[src/rtl/dint_gate.sv]
module dint_gate #(
  parameter int NFAST = 4,
  parameter int NDEF  = 4,
  localparam int NTOT = NFAST + NDEF,
  localparam int VW   = (NTOT > 1) ? $clog2(NTOT) : 1
) (
  input  logic             clk,
  input  logic             rst_n,
  input  logic [NFAST-1:0] fast_req,
  input  logic [NDEF-1:0]  slow_req,
  input  logic [NDEF-1:0]  slow_en,
  input  logic             insn_edge,
  input  logic             disp_start,
  output logic             take,
  output logic [VW-1:0]    vec,
  output logic             disp_go
);

  localparam logic [VW-1:0] FBASE = VW'(NFAST);

  logic [NTOT-1:0]  pend, live, cand, grant;
  logic [NFAST-1:0] fast_act;
  logic [NDEF-1:0]  slow_act;
  logic             fast_hit;

  assign live     = pend | {slow_req, fast_req};
  assign fast_act = live[NFAST-1:0];
  assign slow_act = live[NTOT-1:NFAST] & slow_en;
  assign fast_hit = (insn_edge | disp_start) & (|fast_act);

  assign cand = fast_hit   ? {{NDEF{1'b0}}, fast_act} :
                disp_start ? {slow_act, {NFAST{1'b0}}} : '0;

  always_comb begin
    vec = '0;
    for (int i = NTOT - 1; i >= 0; i--)
      if (cand[i]) vec = VW'(i);
  end

  assign take    = |cand;
  assign grant   = take ? (NTOT'(1) << vec) : '0;
  assign disp_go = disp_start & ~take;

  always_ff @(posedge clk) begin
    if (!rst_n) pend <= '0;
    else        pend <= live & ~grant;
  end

  assert_edge_only_R2: assert property (@(posedge clk) disable iff (!rst_n)
    (insn_edge && !disp_start && !(|fast_act)) |-> !take);
  assert_idle_dispatch_R3: assert property (@(posedge clk) disable iff (!rst_n)
    (disp_start && !(|fast_act) && !(|slow_act)) |-> (disp_go && !take));
  assert_slow_on_dispatch_R4: assert property (@(posedge clk) disable iff (!rst_n)
    (take && vec >= FBASE) |-> (disp_start && !disp_go));
  assert_mask_respected_R5: assert property (@(posedge clk) disable iff (!rst_n)
    take |-> ((grant[NTOT-1:NFAST] & ~slow_en) == '0));
  assert_fast_first_R6: assert property (@(posedge clk) disable iff (!rst_n)
    fast_hit |-> (take && vec < FBASE && !disp_go));
  assert_pending_kept_R7: assert property (@(posedge clk) disable iff (!rst_n)
    !take |=> (($past(pend) & ~pend) == '0));
  assert_grant_cleared_R8: assert property (@(posedge clk) disable iff (!rst_n)
    take |=> ((pend & $past(grant)) == '0));
  assert_take_on_strobe_R10: assert property (@(posedge clk) disable iff (!rst_n)
    take |-> (insn_edge || disp_start));

endmodule

[config.mk]
export PLATFORM = sky130hd
export DESIGN_NAME = dint_gate
export DESIGN_NICKNAME = d
export VERILOG_FILES = /design/src/rtl/dint_gate.sv
export SDC_FILE = /design/constraint.sdc
export NUM_CORES = 1
export LEC_CHECK = 0
export BUFFER_PORTS_ARGS = -buffer_cell sky130_fd_sc_hd__buf_2
export CAP_MARGIN = 20
export CORE_AREA = 8 8 45 47
export DETAILED_ROUTE_END_ITERATION = 16
export DIE_AREA = 0 0 53 55
export PLACE_DENSITY = 0.65
export SLEW_MARGIN = 30
export SYNTH_ARGS = -nofsm -noshare
export SYNTH_HDL_FRONTEND = slang
export SYNTH_SLANG_ARGS = --single-unit
[constraint.sdc]
create_clock -name clk -period 2 [get_ports clk]
set_input_delay 0.2 -clock clk [delete_from_list [all_inputs] [get_ports clk]]
set_output_delay 0.2 -clock clk [all_outputs]
set_load 0.02 [all_outputs]
After elaboration in Yosys (flattened, before gate mapping)

Index checks and enable logic that the tools add are counted.

Flip-flop bits (word level): 8
Logic and storage cells: 23
Output and inout port bits: 5
Bits of input ports: 16

Bitwise logic cells: 8
Shift operators: 1
Reductions and logical operators: 2
Mux-type cells: 11

Operators by type and width:

| cell                                             | count |
|---|---|
| two-way mux 3 bit                                | 8 |
| two-way mux 8 bit                                | 3 |
| AND 8 bit                                        | 1 |
| NOT 8 bit                                        | 1 |
| bitwise OR 8 bit                                 | 1 |
| OR reduction 8 bit                               | 1 |
| << shifter 1 x 3 -> 8 bit (first input constant) | 1 |
| AND 4 bit                                        | 1 |
| OR reduction 4 bit                               | 1 |
| AND 1 bit                                        | 2 |
| NOT 1 bit                                        | 1 |
| bitwise OR 1 bit                                 | 1 |

Longest topological paths before layout

Word-level depth: 16
Depth in mapped cells: 6

Worst setup path before layout

Ideal clock, no wire load.

Path type: reg2out
Start: register pend[1]
End: output port vec[1]
Data required time: 1800 ps
Buffers on the path: 0
Path slack: 189 ps
Stages on the path, launching flop included: 6
Arrival time: 1611 ps
Path through: dfxtp_1 or4_4 nor2_8 o21a_1 nand2_1 a22oi_1

Cells in the longest elaborated chain, start to end: 12

Ends and longest elaborated chain:

| element                        | RTL line | RTL |
|---|---|---|
| start, declared                | 21       | `logic [NTOT-1:0] pend, live, cand, grant;` |
| start signal, assigned         | 46       | `else pend <= live & ~grant;` |
| bitwise OR 8 bit *             | 26       | `assign live = pend \| {slow_req, fast_req};` |
| OR reduction 4 bit             | 29       | `assign fast_hit = (insn_edge \| disp_start) & (\|fast_act);` |
| AND 1 bit                      | 29       |  |
| two-way mux 8 bit *            | 31       | `assign cand = fast_hit ? {{NDEF{1'b0}}, fast_act} :` |
| two-way mux 3 bit (7 in a row) | 37       | `if (cand[i]) vec = VW'(i);` |
| two-way mux 3 bit *            | 37       |  |
| end, declared                  | 15       | `output logic [VW-1:0] vec,` |

Every way passes the cells marked *; elsewhere a longest branch is shown, timed or not.

Final worst setup path

Same ends and word-level chain as after synthesis.

==> results.tsv <==
stage	metric	value	unit
setup_path	series of cell instances along the critical path	or4_4, nor2_8, o21a_1, nand2_2, a22oi_2, buf_6	
timing	worst clock skew on the final layout	0.00327	ns
final_layout	post-route cell area	693	um^2
clock_tree	clock-pin slew of the registers on the worst-case setup and hold paths	0.05	ns
final_layout	area grow syn2layout	46.9	%
clock_tree	maximum buffer depth of the clock tree	2	
route	first-pass iteration count of the detailed router	6	
final_layout	fraction of layout instances using a drive strength above 1	48.3	%
yosys	cell with the most instances after synthesis	sky130_fd_sc_hd__dfxtp_1	
pwr	reported leakage power	0.329	nW
grt	leftover overflow at the end of global routing	0	
yosys	number of enable-type register cells in the synthesized netlist	0	
clock_tree	total clock buffers created by CTS	3	
yosys	synthesis-stage register bit count	8	
timing	worst-case setup margin in the final layout	-0.0381	ns
clock_tree	CTS Hold Buffers Added	0	
setup_path	r2r startpoint	pend[1]	
setup_path	length in cells of the worst reg-to-reg path	6	
floorplanning	DIE AREA	2920	um^2
pwr	net load switching power	0.000122	W
floorplanning	I/O pin total	21	
yosys	post-synth design cell area	472	um^2
clock_tree	clock sink count	8	
setup_path	CP startpoint kind	flip-flop	
placement	routability congestion estimate from global placement	0.767	
setup_path	destination of the worst register-to-register timing path	pend[3]	
final_layout	fillcell total	138	
route	final routed wirelength across all metal layers	1380	um
floorplanning	floorplan row count	14	
route	average vias per placed instance	5.35	
clock_tree	buffer cell driving the clock tree root	sky130_fd_sc_hd__clkbuf_4	
grt	vias in the first global route	542	
yosys	share of the synthesized area in the top cell type	34.0	%
setup_path	Worst Setup End Kind	output pin	
clock_tree	CTS tree	built	
min_path	class of the tightest hold or removal check	in -> reg	
floorplanning	core region area	1380	um^2
timing	# setup viols final	2	
yosys	distinct cell type count of the synthesized netlist	24	
placement	placed standard-cell area	588	um^2
pwr	Switching Fraction	29.3	%
min_path	hold path endpoint	pend[4]	
placement	count of buffers from port buffering	20	
yosys	nets in the synthesized netlist	73	
outcome	result of the run	finished with violations	
timing	remaining max-slew budget at the tightest pin	73.7	%
clock_tree	source-to-sink clock delay at the later pin of the worst-skew pair	0.26	ns
yosys	top cells by instance count after synthesis	8 x sky130_fd_sc_hd__dfxtp_1, 7 x sky130_fd_sc_hd__nand2_1, 7 x sky130_fd_sc_hd__nor2_1, 6 x sky130_fd_sc_hd__o21ai_0, 4 x sky130_fd_sc_hd__o211ai_1	
min_path	Worst Hold Path Cells	2	
final_layout	number of flip-flops in the largest register	8	
route	total DRC errors in the routed layout	0	
timing	post-route clock period utilization	102	%
min_path	hold path startpoint	slow_en[0]	
yosys	total number of yosys warnings	0	
pwr	Comb pwr share	27.5	%
pwr	sequential share of power	42.5	%
yosys	top area cells in the synthesized netlist	sky130_fd_sc_hd__dfxtp_1 34%, sky130_fd_sc_hd__o21ai_0 6.4%, sky130_fd_sc_hd__o211ai_1 6.4%	
final_layout	Antenna Cells	0	
yosys	average cell area after synthesis	8.28	um^2
pwr	clock share of power	29.9	%
setup_path	kind of critical path	reg -> out	
grt	largest net degree at the start of global routing	10	
setup_path	launch point of the critical path	pend[1]	
pwr	total power consumption of the routed design	0.000417	W
pwr	Internal Dissipation	0.000295	W
final_layout	largest registers	pend: 8 flops	
setup_path	CP max stage cell	sky130_fd_sc_hd__or4_4	
yosys	Mapped Cells	57	
setup_path	CP Data Required Time	1.80	ns
grt	wire length of the first global-routing pass	2200	um
final_layout	Post-Route Utilization	50.1	%
setup_path	data arrival at the endpoint of the critical path	1.84	ns
placement	final HPWL from detailed placement	1050	um
route	average wire per standard cell	13.4	um
setup_path	r2r setup slk	0.10	ns
yosys	post-synth top area cell	sky130_fd_sc_hd__dfxtp_1	
pwr	worst supply voltage drop on vdd	0.000389	V
pwr	power density relative to cell area	602	nW/um^2
timing	transition time at the pin with the least slew margin	0.392	ns
yosys	post-synthesis sequential area ratio	34.0	%
final_layout	Most flops, register	pend	
route	vias post-DR	551	
final_layout	number of nets in the layout	105	
setup_path	Max Fanout on Critical Path	5	
timing	Final Critical Period	2.04	ns
grt	antenna violations before repair	0	
outcome	violated checks	negative setup slack	
flow_run	maximum capacitance violations	0	
yosys	Post-synth ARST share	0	%
yosys	Top FF cell, synth	sky130_fd_sc_hd__dfxtp_1	
floorplanning	Die Y-Extent	55	um
timing	Peak Freq	0.491	GHz
timing	final hold viol count	0	
clock_tree	CTS H-tree lvls	1	
grt	aggregate global-route resource usage	9.96	%
floorplanning	Starting Density	34.1	%
floorplanning	die boundary width	53	um
route	number of DRC markers in iteration 0	7	
setup_path	biggest cell delay along the critical path	0.56	ns
route	ANT nets after route	0	
timing	setup repair after global routing missed its margin	yes	
timing	Max Transition Viols Final	0	
==> power by group through the flow <==
stage | logic, W | clock network, W | registers (W)
after floorplan | 0.0000599 | 0 | 0.000179
after global placement | 0.0000938 | 0 | 0.000180
after detailed placement | 0.0000949 | 0 | 0.000181
after CTS | 0.000104 | 0.000131 | 0.000177
after global routing | 0.000126 | 0.000135 | 0.000179
final | 0.000115 | 0.000125 | 0.000177
==> repair_timing <==
action | in CTS | in global routing
pin swaps | 3 | 4
buffers inserted | 5 | 3
resized for setup | 1 | 6
hold endpoints to repair | 0 | 0
endpoints found under the setup margin | 5 | 5
==> metal layers <==
metal / part of all wire, % / GRT usage, % / vias to the layer above / wire length, um
met5: 0 / 0 / - / 0
li1: - / - / 280 / -
met3: 6.2 / 2.14 / 2 / 85
met4: 1.5 / 6.47 / 0 / 20
met2: 48 / 16.8 / 14 / 658
met1: 44 / 11.1 / 255 / 612
==> worst max-delay path, delay by kind of cell (launching register included) <==
family | cells | cell delay [ns]
AND/OR/NAND/NOR | 3 | 0.78
AO/OA/AOI/OAI | 2 | 0.33
buffers and inverters | 1 | 0.14
flip-flops | 1 | 0.32
==> through the flow <==
stage          TNS [ns]  cells  setup slack [ns]  hold slack [ns]
2_1_floorplan         0     57             0.189            0.307
3_5_place_dp          0     92             0.101            0.420
3_3_place_gp          0     92             0.132            0.410
4_1_cts         -0.0463    100           -0.0463            0.144
5_1_grt          -0.350    103            -0.102            0.152
6_report        -0.0433    103           -0.0381            0.153
==> kinds of logic (layout without fill, tap and decap cells) <==
logic type	Yosys count	after routing	synth area share, %
and+or+nand+nor	22	22	26.3
DFF	8	8	34.0
buffers and inverters	2	32	1.59
AOI/OAI and AO/OA	25	25	38.2
==> placed cells by master, fill, tap and decap left out, types with 3 or more instances in the layout <==
master / count
sky130_fd_sc_hd__o21ai_0: 6
sky130_fd_sc_hd__o211ai_1: 4
sky130_fd_sc_hd__buf_4: 9
sky130_fd_sc_hd__nand2_1: 6
sky130_fd_sc_hd__nor2_1: 7
sky130_fd_sc_hd__dfxtp_1: 7
sky130_fd_sc_hd__clkbuf_4: 3
sky130_fd_sc_hd__a21oi_1: 3
sky130_fd_sc_hd__buf_2: 18
==> cell type report <==
class | instances | area (um^2) | share of cell area [%]
tap | 16 | 20.0 | 2.89
timing repair buffer | 28 | 169 | 24.4
sequential | 8 | 161 | 23.3
multi-input combinational | 47 | 317 | 45.7
inverter | 1 | 3.75 | 0.542
clock buffer | 3 | 22.5 | 3.25
==> worst max path at each step <==
stage | depth (start not counted) | end | slack [ns]
after CTS | 6 | vec[1] | -0.05
after floorplan | 5 | vec[1] | 0.19
after global routing | 6 | vec[1] | -0.10
after detailed placement | 7 | vec[0] | 0.10
final | 6 | vec[1] | -0.04
after global placement | 7 | vec[1] | 0.13
Power figures use the tool's default switching activity.
